<file path="src/rtl/tmr_pkg.sv">
package tmr_pkg;

    localparam int PRE_W = 8;

    typedef enum logic {
        ST_STOP = 1'b0,
        ST_RUN  = 1'b1
    } tmr_state_e;

    typedef enum logic [1:0] {
        CMD_NONE  = 2'd0,
        CMD_LOAD  = 2'd1,
        CMD_COUNT = 2'd2,
        CMD_CTRL  = 2'd3
    } tmr_cmd_e;

    typedef struct packed {
        logic [PRE_W-1:0] presc;
        logic             irq_en;
        logic             periodic;
        logic             enable;
    } tmr_ctrl_t;

    localparam logic [1:0] IDX_LOAD  = 2'd0;
    localparam logic [1:0] IDX_COUNT = 2'd1;
    localparam logic [1:0] IDX_CTRL  = 2'd2;
    localparam logic [1:0] IDX_FLAG  = 2'd3;

endpackage

</file>
<file path="src/rtl/tmr_prescaler.sv">
module tmr_prescaler #(
    parameter int PRE_W = 8
) (
    input  logic             clk,
    input  logic             rst_n,
    input  logic             run_i,
    input  logic             clear_i,
    input  logic [PRE_W-1:0] ratio_i,
    output logic             tick_o
);

    logic [PRE_W-1:0] phase_q;
    logic             wrap;

    assign wrap   = (phase_q == ratio_i);
    assign tick_o = run_i && !clear_i && wrap;

    always_ff @(posedge clk) begin
        if (!rst_n) begin
            phase_q <= '0;
        end else if (!run_i || clear_i || wrap) begin
            phase_q <= '0;
        end else begin
            phase_q <= phase_q + 1'b1;
        end
    end

endmodule

</file>
<file path="src/rtl/tmr_counter.sv">
module tmr_counter
    import tmr_pkg::*;
#(
    parameter int CW = 32
) (
    input  logic             clk,
    input  logic             rst_n,
    input  tmr_cmd_e         cmd_i,
    input  logic [CW-1:0]    wval_i,
    input  logic             cur_en_i,
    input  logic             cur_per_i,
    input  logic [PRE_W-1:0] cur_presc_i,
    input  logic             new_en_i,
    input  logic             new_per_i,
    input  logic [PRE_W-1:0] new_presc_i,
    input  logic [CW-1:0]    load_i,
    input  logic             tick_i,
    output logic [CW-1:0]    count_o,
    output logic             running_o,
    output logic             expire_o
);

    tmr_state_e    state_q, state_d;
    logic [CW-1:0] count_q, count_d;
    logic [CW-1:0] eff;
    logic          expire;
    logic          cur_pre_zero;

    assign cur_pre_zero = (cur_presc_i == '0);

    always_comb begin
        state_d = state_q;
        count_d = count_q;
        expire  = 1'b0;
        eff     = count_q;
        unique case (cmd_i)
            CMD_LOAD: begin
                count_d = wval_i;
                if (cur_en_i) begin
                    state_d = (!cur_pre_zero || wval_i != '0) ? ST_RUN : ST_STOP;
                end
            end
            CMD_COUNT: begin
                eff = (cur_en_i && cur_per_i && cur_pre_zero && wval_i == '0)
                      ? load_i : wval_i;
                count_d = eff;
                if (cur_en_i) begin
                    state_d = (!cur_pre_zero || eff != '0) ? ST_RUN : ST_STOP;
                end
            end
            CMD_CTRL: begin
                eff = (new_per_i && count_q == '0) ? load_i : count_q;
                if (new_en_i) begin
                    count_d = eff;
                end
                state_d = (new_en_i && (new_presc_i != '0 || eff != '0))
                          ? ST_RUN : ST_STOP;
            end
            default: begin
                unique case (state_q)
                    ST_STOP: ;
                    ST_RUN: begin
                        if (tick_i) begin
                            if (count_q > CW'(1)) begin
                                count_d = count_q - CW'(1);
                            end else begin
                                expire = 1'b1;
                                if (cur_per_i) begin
                                    count_d = load_i;
                                    if (load_i == '0 && cur_pre_zero) begin
                                        state_d = ST_STOP;
                                    end
                                end else begin
                                    count_d = '0;
                                    state_d = ST_STOP;
                                end
                            end
                        end
                    end
                endcase
            end
        endcase
    end

    always_ff @(posedge clk) begin
        if (!rst_n) begin
            state_q <= ST_STOP;
            count_q <= '0;
        end else begin
            state_q <= state_d;
            count_q <= count_d;
        end
    end

    always_comb begin
        count_o   = count_q;
        running_o = (state_q == ST_RUN);
        expire_o  = expire;
    end

endmodule

</file>
<file path="src/rtl/tmr_private.sv">
module tmr_private
    import tmr_pkg::*;
#(
    parameter int DATA_W = 32,
    parameter int ADDR_W = 5
) (
    input  logic              clk,
    input  logic              rst_n,
    input  logic              wr_en_i,
    input  logic [ADDR_W-1:0] addr_i,
    input  logic [DATA_W-1:0] wdata_i,
    output logic [DATA_W-1:0] rdata_o,
    output logic              irq_o
);

    localparam int IDX_W = ADDR_W - 2;

    logic [IDX_W-1:0]  idx;
    logic              in_map;
    logic [1:0]        sel;
    tmr_cmd_e          cmd;
    logic              cnt_cmd;
    logic              flag_wr;
    tmr_ctrl_t         ctrl_q, ctrl_new;
    logic [DATA_W-1:0] load_q;
    logic              status_q;
    logic [DATA_W-1:0] count_w;
    logic              running_w;
    logic              tick_w;
    logic              expire_w;

    assign idx    = addr_i[ADDR_W-1:2];
    assign in_map = (addr_i[1:0] == 2'b00) && (idx < IDX_W'(4));
    assign sel    = idx[1:0];

    assign ctrl_new.presc    = wdata_i[8 +: PRE_W];
    assign ctrl_new.irq_en   = wdata_i[2];
    assign ctrl_new.periodic = wdata_i[1];
    assign ctrl_new.enable   = wdata_i[0];

    always_comb begin
        cmd     = CMD_NONE;
        flag_wr = 1'b0;
        if (wr_en_i && in_map) begin
            unique case (sel)
                IDX_LOAD:  cmd = CMD_LOAD;
                IDX_COUNT: cmd = CMD_COUNT;
                IDX_CTRL:  cmd = CMD_CTRL;
                IDX_FLAG:  flag_wr = 1'b1;
            endcase
        end
    end

    assign cnt_cmd = (cmd != CMD_NONE);

    always_ff @(posedge clk) begin
        if (!rst_n) begin
            load_q   <= '0;
            ctrl_q   <= '0;
            status_q <= 1'b0;
        end else begin
            if (cmd == CMD_LOAD) load_q <= wdata_i;
            if (cmd == CMD_CTRL) ctrl_q <= ctrl_new;
            if (expire_w) begin
                status_q <= 1'b1;
            end else if (flag_wr && wdata_i[0]) begin
                status_q <= 1'b0;
            end
        end
    end

    tmr_prescaler #(.PRE_W(PRE_W)) u_pre (
        .clk     (clk),
        .rst_n   (rst_n),
        .run_i   (running_w),
        .clear_i (cnt_cmd),
        .ratio_i (ctrl_q.presc),
        .tick_o  (tick_w)
    );

    tmr_counter #(.CW(DATA_W)) u_cnt (
        .clk         (clk),
        .rst_n       (rst_n),
        .cmd_i       (cmd),
        .wval_i      (wdata_i),
        .cur_en_i    (ctrl_q.enable),
        .cur_per_i   (ctrl_q.periodic),
        .cur_presc_i (ctrl_q.presc),
        .new_en_i    (ctrl_new.enable),
        .new_per_i   (ctrl_new.periodic),
        .new_presc_i (ctrl_new.presc),
        .load_i      (load_q),
        .tick_i      (tick_w),
        .count_o     (count_w),
        .running_o   (running_w),
        .expire_o    (expire_w)
    );

    always_comb begin
        rdata_o = '0;
        if (in_map) begin
            unique case (sel)
                IDX_LOAD:  rdata_o = load_q;
                IDX_COUNT: rdata_o = count_w;
                IDX_CTRL:  rdata_o = DATA_W'({ctrl_q.presc, 5'b00000, ctrl_q.irq_en,
                                              ctrl_q.periodic, ctrl_q.enable});
                IDX_FLAG:  rdata_o = DATA_W'(status_q);
            endcase
        end
    end

    assign irq_o = status_q && ctrl_q.irq_en;

endmodule

</file>
<file path="config.mk">
export PLATFORM = sky130hd
export DESIGN_NAME = tmr_private
export DESIGN_NICKNAME = d
export VERILOG_FILES = /design/src/rtl/tmr_pkg.sv /design/src/rtl/tmr_prescaler.sv /design/src/rtl/tmr_counter.sv /design/src/rtl/tmr_private.sv
export SDC_FILE = /design/constraint.sdc
export NUM_CORES = 1
export LEC_CHECK = 0
export ABC_AREA = 1
export ABC_CLOCK_PERIOD_IN_PS = 3700
export CORE_AREA = 3 3 119 121
export CTS_BUF_LIST = sky130_fd_sc_hd__clkbuf_16
export CTS_CLUSTER_DIAMETER = 100
export DETAILED_ROUTE_END_ITERATION = 6
export DIE_AREA = 0 0 122 124
export PLACE_DENSITY = 0.91
export SLEW_MARGIN = 5
export SYNTH_ARGS = -nofsm -noshare
export SYNTH_HDL_FRONTEND = slang
export SYNTH_HIERARCHICAL = 1
export SYNTH_SLANG_ARGS = --single-unit
</file>
<file path="constraint.sdc">
create_clock -name clk -period 3.7 [get_ports clk]
set_clock_uncertainty 0.05 [all_clocks]
set_input_delay 0.37 -clock clk [delete_from_list [all_inputs] [get_ports clk]]
set_output_delay 0.37 -clock clk [all_outputs]
set_load 0.005 [all_outputs]
</file>
Yosys cells after proc, flatten, opt, wreduce, memory -nomap -nowiden

Index checks and enable logic that the tools add are counted.

Muxes and demuxes: 31
Add/subtract/negate cells: 2
Equal/unequal tests: 10
Bitwise operators: 1
$lt $le $gt $ge: 2
Reductions and logical operators: 38

Operator list:

| operator                                                        | count |
|---|---|
| two-way mux 32 bit                                              | 8 |
| case mux 32 bit (4 select lines)                                | 1 |
| logical NOT 32 bit                                              | 3 |
| case mux 32 bit (3 select lines)                                | 1 |
| nonzero test 32 bit                                             | 3 |
| greater-than comparator 32 x 1 -> 1 bit (second input constant) | 1 |
| subtractor 32 x 1 -> 32 bit (second input constant)             | 1 |
| two-way mux 1 bit                                               | 18 |
| logical AND 1 bit                                               | 12 |
| adder 8 x 1 -> 8 bit (second input constant)                    | 1 |
| equality test 2 bit (second input constant)                     | 4 |
| equality test 8 bit                                             | 1 |
| logical NOT 8 bit                                               | 1 |
| nonzero test 4 bit                                              | 2 |
| nonzero test 8 bit                                              | 1 |
| != test 2 bit (second input constant)                           | 3 |
| case mux 2 bit (3 select lines)                                 | 1 |
| logical OR 1 bit                                                | 5 |
| equality test 2 x 1 -> 1 bit (second input constant)            | 2 |
| logical NOT 2 bit                                               | 2 |
| nonzero test 2 bit                                              | 2 |
| logical NOT 1 bit                                               | 3 |
| < comparator 3 bit (second input constant)                      | 1 |
| case mux 1 bit (3 select lines)                                 | 1 |
| other kinds (6)                                                 | 6 |

Bits of input ports: 40
Flip-flop bits (word level): 85
Word-level logic and storage cells: 93
Output and inout bits: 33

Longest topological paths before layout

Depth after elaboration: 12
Mapped depth: 20
Mapped depth without buffers: 19

Modules after synthesis

Netlist, hierarchy kept.

Modules (own cells, without submodules):

| module        | cells an instance | area each (µm²) | instances | seq. area each (µm²) |
|---|---|---|---|---|
| tmr_counter   | 824               | 4555.6          | 1         | 660.6 |
| tmr_private   | 418               | 2727.6          | 1         | 880.8 |
| tmr_prescaler | 75                | 490.5           | 1         | 160.2 |

Least setup slack after synthesis

No wires, ideal clock.

Kind: in2reg
Start point: in addr_i[2]
End point: reg u_cnt.count_q[10], in the netlist u_cnt/count_o[10]
Arrival time: 2.533 ns
Required time: 3.564 ns
Path buffers: 4
Setup time: 0.086 ns
Stages: 15
Slack: 1.030 ns
Cell sequence: inv_1 -> ha_1 -> buf_6 -> o21bai_4 -> nor2_2 -> buf_6 -> buf_8 -> inv_1 -> ha_1 -> o21ai_0 -> nand2_1 -> inv_1 -> clkbuf_1 -> a21oi_1 -> a221oi_2

Word-level cells in the longest chain between the ends: 10
Elaborated cells on any way between the ends: 20
Classes of those cells: 1 x order compare; 6 x eq/ne; 3 x mux; 10 x reduce/logical

Ends and longest elaborated chain:

| element                        | line                | RTL |
|---|---|---|
| from (decl)                    | tmr_private.sv:10   | `input logic [ADDR_W-1:0] addr_i,` |
| < comparator 3 bit             | tmr_private.sv:33   | `assign in_map = (addr_i[1:0] == 2'b00) && (idx < IDX_W'(4));` |
| logical AND 1 bit              | tmr_private.sv:33   |  |
| logical AND 1 bit              | tmr_private.sv:44   | `if (wr_en_i && in_map) begin` |
| two-way mux 2 bit *            | tmr_private.sv:44   |  |
| net cmd[0]                     | tmr_private.sv:21   | `tmr_cmd_e cmd;` |
| nonzero test 2 bit             | tmr_private.sv:54   | `assign cnt_cmd = (cmd != CMD_NONE);` |
| logical NOT 1 bit              | tmr_prescaler.sv:16 | `assign tick_o = run_i && !clear_i && wrap;` |
| logical AND 1 bit (2 in a row) | tmr_prescaler.sv:16 |  |
| nonzero test 4 bit (no line)   | n/a                 |  |
| AND reduction 3 bit (no line)  | n/a                 |  |
| to (signal assigned)           | tmr_counter.sv:91   | `count_q <= count_d;` |
| to (decl)                      | tmr_counter.sv:24   | `logic [CW-1:0] count_q, count_d;` |

Mark *: on every way through the listed nets, which the timed path passes. The rest lies on a longest branch.
A chain may end at the register's enable or synchronous reset.

Final worst setup path

Start point: in addr_i[2]
End point: out rdata_o[26]

Word-level cells in the longest chain between the ends: 3
Elaborated cells on any way between the ends: 8
Classes of those cells: 1 x order compare; 3 x eq/ne; 2 x mux; 2 x reduce/logical

Ends and longest elaborated chain:

| element                                                               | line                                  | RTL |
|---|---|---|
| < comparator 3 bit, or another cell as far along                      | tmr_private.sv:33                     |  |
| logical AND 1 bit or case mux 32 bit (4 select lines) (tied branches) | tmr_private.sv:33, tmr_private.sv:102 |  |
| two-way mux 32 bit *                                                  | tmr_private.sv:101                    | `if (in_map) begin` |
| to (decl)                                                             | tmr_private.sv:12                     | `output logic [DATA_W-1:0] rdata_o,` |

Every way passes the cells marked *; elsewhere a longest branch is shown, timed or not.

==> impl_metrics.env <==
export IMPL_status="finished, final reports clean"
export IMPL_yosysUniqueCellTypes=49
export IMPL_layout_drive_gt1_share_pct=10.2
export IMPL_postSynthAreaPerCell_sq_um=5.90
export IMPL_core_area_sq_mm=0.0132
export IMPL_chipWidth_um=122
export IMPL_antenna_cells=0
export IMPL_synth_yosys_seq_area_share_pct=21.9
export IMPL_h_tree_depth=3
export IMPL_yosys_most_used_dff="sky130_fd_sc_hd__dfxtp_1"
export IMPL_max_freq_mhz=319
export IMPL_slew_headroom_pct=41.4
export IMPL_cts_tree="done"
export IMPL_wl_um=29500
export IMPL_fill_cells=1221
export IMPL_timing_setup_critical_path_class="in -> out"
export IMPL_synth_warning_count=6
export IMPL_dpl_worst_slack_ns=0.413
export IMPL_hpwl_um=21400
export IMPL_grt_max_degree=65
export IMPL_fin_crit_sh_pct=84.7
export IMPL_grt_overflow_total=0
export IMPL_slew_viol_final=0
export IMPL_timing_max_cap_violations=0
export IMPL_avgViaCountPerCell=6.17
export IMPL_worst_path_largest_cell_delay_ns=0.55
export IMPL_boundaryPins=73
export IMPL_pre_repair_dr_iteration_count=7
export IMPL_cts_buffers=9
export IMPL_finalWeightedCongestion=1.02
export IMPL_ys_seq_elements=85
export IMPL_wire_length_of_the_first_global_routing_pass_um=45700
export IMPL_hold_buffers=0
export IMPL_worst_path_max_delay_cell="sky130_fd_sc_hd__clkdlybuf4s50_1"
export IMPL_cts_sink_count=85
export IMPL_rsz0062_at_grt="no"
export IMPL_syn_area_sq_mm=0.00777
export IMPL_insertion_delay_ns=0.36
export IMPL_final_antenna_net_count=0
export IMPL_post_cts_repair_setup_buffers=0
export IMPL_worst_path_buf_inv=4
export IMPL_final_core_utilization_pct=66.9
export IMPL_number_of_antenna_violations_at_the_first_check_in_global_routing=0
export IMPL_nets=1411
export IMPL_setup_ws_ns=0.567
export IMPL_hold_path_class="reg -> reg"
export IMPL_tns_ns=0
export IMPL_initial_utilization_pct=58.9
export IMPL_drc=0
export IMPL_number_of_enable_flip_flop_cells_after_synthesis=0
export IMPL_critical_path_max_fanout=14
export IMPL_final_period_minus_worst_setup_slack_ns=3.13
export IMPL_cp_top_family="buffers and inverters"
export IMPL_die_y_um=124
export IMPL_timing_hold_violations_final=0
export IMPL_cts_repair_resize_count=0
export IMPL_root_buffer_cell="sky130_fd_sc_hd__clkbuf_16"
export IMPL_crit_chain="clkdlybuf4s50_1, inv_1, ha_1, nor2_2, buf_4, nand2_1, a21oi_1, clkdlybuf4s50_1"
export IMPL_global_route_usage_total_pct=38.9
export IMPL_area_delta_synth_final_pct=13.5
export IMPL_first_iter_violations=1565
export IMPL_leakagePower_uw=0.00361
export IMPL_worst_setup_path_start_kind="input pin"
export IMPL_clock_buffer_depth=2
export IMPL_fp_row_count=42
export IMPL_final_seq_area_sq_mm=0.00170
export IMPL_layout_common_cells="316 x sky130_fd_sc_hd__nand2_1, 183 x sky130_fd_sc_hd__nor2_1, 159 x sky130_fd_sc_hd__inv_1"
export IMPL_layout_commonest_cell="sky130_fd_sc_hd__nand2_1"
export IMPL_worst_slew_pin_slew_ns=0.877
export IMPL_area_of_the_die_sq_mm=0.0151
export IMPL_portBuffers=72
export IMPL_cpMostUsedCell="sky130_fd_sc_hd__clkdlybuf4s50_1"
export IMPL_first_global_vias=8653
export IMPL_total_area_of_multi_input_combinational_cells_sq_mm=0.00502
export IMPL_netlist_instances=1317
export IMPL_arrival_ns=2.71
export IMPL_asyncSetResetFlopFracSynth_pct=0
export IMPL_cellPowerDensity_mw_per_mm2=324
export IMPL_routed_via_count=9482
export IMPL_critical_path_required_ns=3.28
export IMPL_postSynthNetCount=1370
export IMPL_maximum_resistive_drop_on_vdd_v=0.000262
export IMPL_cp_end_kind="output pin"
export IMPL_wire_per_inst_um=19.2
export IMPL_clk_pin_slew_ns=0.07
export IMPL_setup_violations=0
==> cells by family (layout without fill, tap and decap cells) <==
logic type	count (synthesis)	count (layout)	synth area share, %
AND/OR/NAND/NOR	666	666	38.4
adder cells (fa/ha/maj)	13	13	2.09
buffers and inverters	250	295	13.6
XOR/XNOR	21	21	2.37
flip-flops	85	85	21.9
AO/OA/AOI/OAI	282	282	21.6
==> final cells by class <==
| cell class | count | area share (%) |
|---|---|---|
| clock inverters | 6 | 0.511 |
| repair buffers | 101 | 10.6 |
| clock buffers | 9 | 2.55 |
| flip-flops and latches | 85 | 19.3 |
| inverters | 179 | 7.62 |
| multi-input cells | 982 | 57.0 |
| well taps | 176 | 2.50 |
==> synth_stat cells (all sizes together), types with 2 or more instances <==
master  instances  area share [%]
o221ai         22             2.6
clkinv          3            0.14
nand3         103             8.4
nand2         324              16
o21bai          2            0.34
o31ai           3            0.29
a21oi         115             7.9
o21ai          83             5.3
nand4          10            0.89
o211ai         20             2.0
nor2          207              11
ha             13             2.1
nor4           10            0.80
dfxtp          85              22
nor3            7            0.58
o22ai          17             1.4
a31oi          13             1.0
xor2           14             1.6
xnor2           7            0.79
clkbuf         33             1.6
and2            3            0.27
inv           176             8.5
a211oi          4            0.39
buf            38             3.4
==> registers in the layout (all words and copies together) (netlist names) <==
signal           cells
u_cnt/count_o       32
load_q              32
status_q             1
u_cnt/running_o      1
u_pre/phase_q        8
ctrl_q              11
==> metrics by stage <==
stage | total power, uW | cell area [sq um] | cells | hold slack (ns)
floorplan | 1650 | 7770 | 1317 | 0.401
global route | 2980 | 8820 | 1538 | 0.480
CTS | 2810 | 8820 | 1538 | 0.441
global placement | 1940 | 8550 | 1523 | 0.419
detailed placement | 1950 | 8550 | 1523 | 0.424
finish | 2860 | 8820 | 1538 | 0.438
==> worst reg2reg max path: stages, from the launching register on <==
cell and delay, ns:
sky130_fd_sc_hd__dfxtp_1 0.53, sky130_fd_sc_hd__inv_2 0.11, sky130_fd_sc_hd__ha_1 0.22, sky130_fd_sc_hd__nand2_1 0.11, sky130_fd_sc_hd__nor2_1 0.08, sky130_fd_sc_hd__nand2_2 0.15, sky130_fd_sc_hd__inv_2 0.07, sky130_fd_sc_hd__nor2_1 0.13
sky130_fd_sc_hd__inv_2 0.06, sky130_fd_sc_hd__nand2_2 0.26, sky130_fd_sc_hd__inv_2 0.14, sky130_fd_sc_hd__nand2_1 0.46, sky130_fd_sc_hd__o221ai_2 0.15, sky130_fd_sc_hd__a21oi_1 0.27, sky130_fd_sc_hd__a211oi_1 0.08
==> power breakdown <==
group	total [uW]	leakage [uW]	switching, uW	internal (uW)
sequential	967	0.000686	33.8	933
clock	872	0.000136	415	457
combinational	1020	0.00279	688	330
total	2860	0.00361	1140	1720
==> routing by layer <==
layer	vias up	track usage [%]	part of all wire [%]
met1	4241	53.7	40
met3	112	10.1	15
li1	4373	-	-
met5	-	0	0
met4	0	18.5	4.1
met2	756	56.3	41
==> path summary, 6_finish.rpt <==
path                                      start  depth (start not counted)  slack, ns                             to
setup / recovery                      addr_i[2]                          8       0.57                    rdata_o[26]
hold reg to reg     u_pre/phase_q[0]$_SDFF_PP0_                          1       0.44    u_pre/phase_q[0]$_SDFF_PP0_
hold / removal      u_pre/phase_q[0]$_SDFF_PP0_                          1       0.44    u_pre/phase_q[0]$_SDFF_PP0_
setup reg to reg  u_cnt/count_o[0]$_SDFFE_PN0P_                         14       0.70  u_cnt/count_o[0]$_SDFFE_PN0P_
Power figures use the tool's default switching activity.
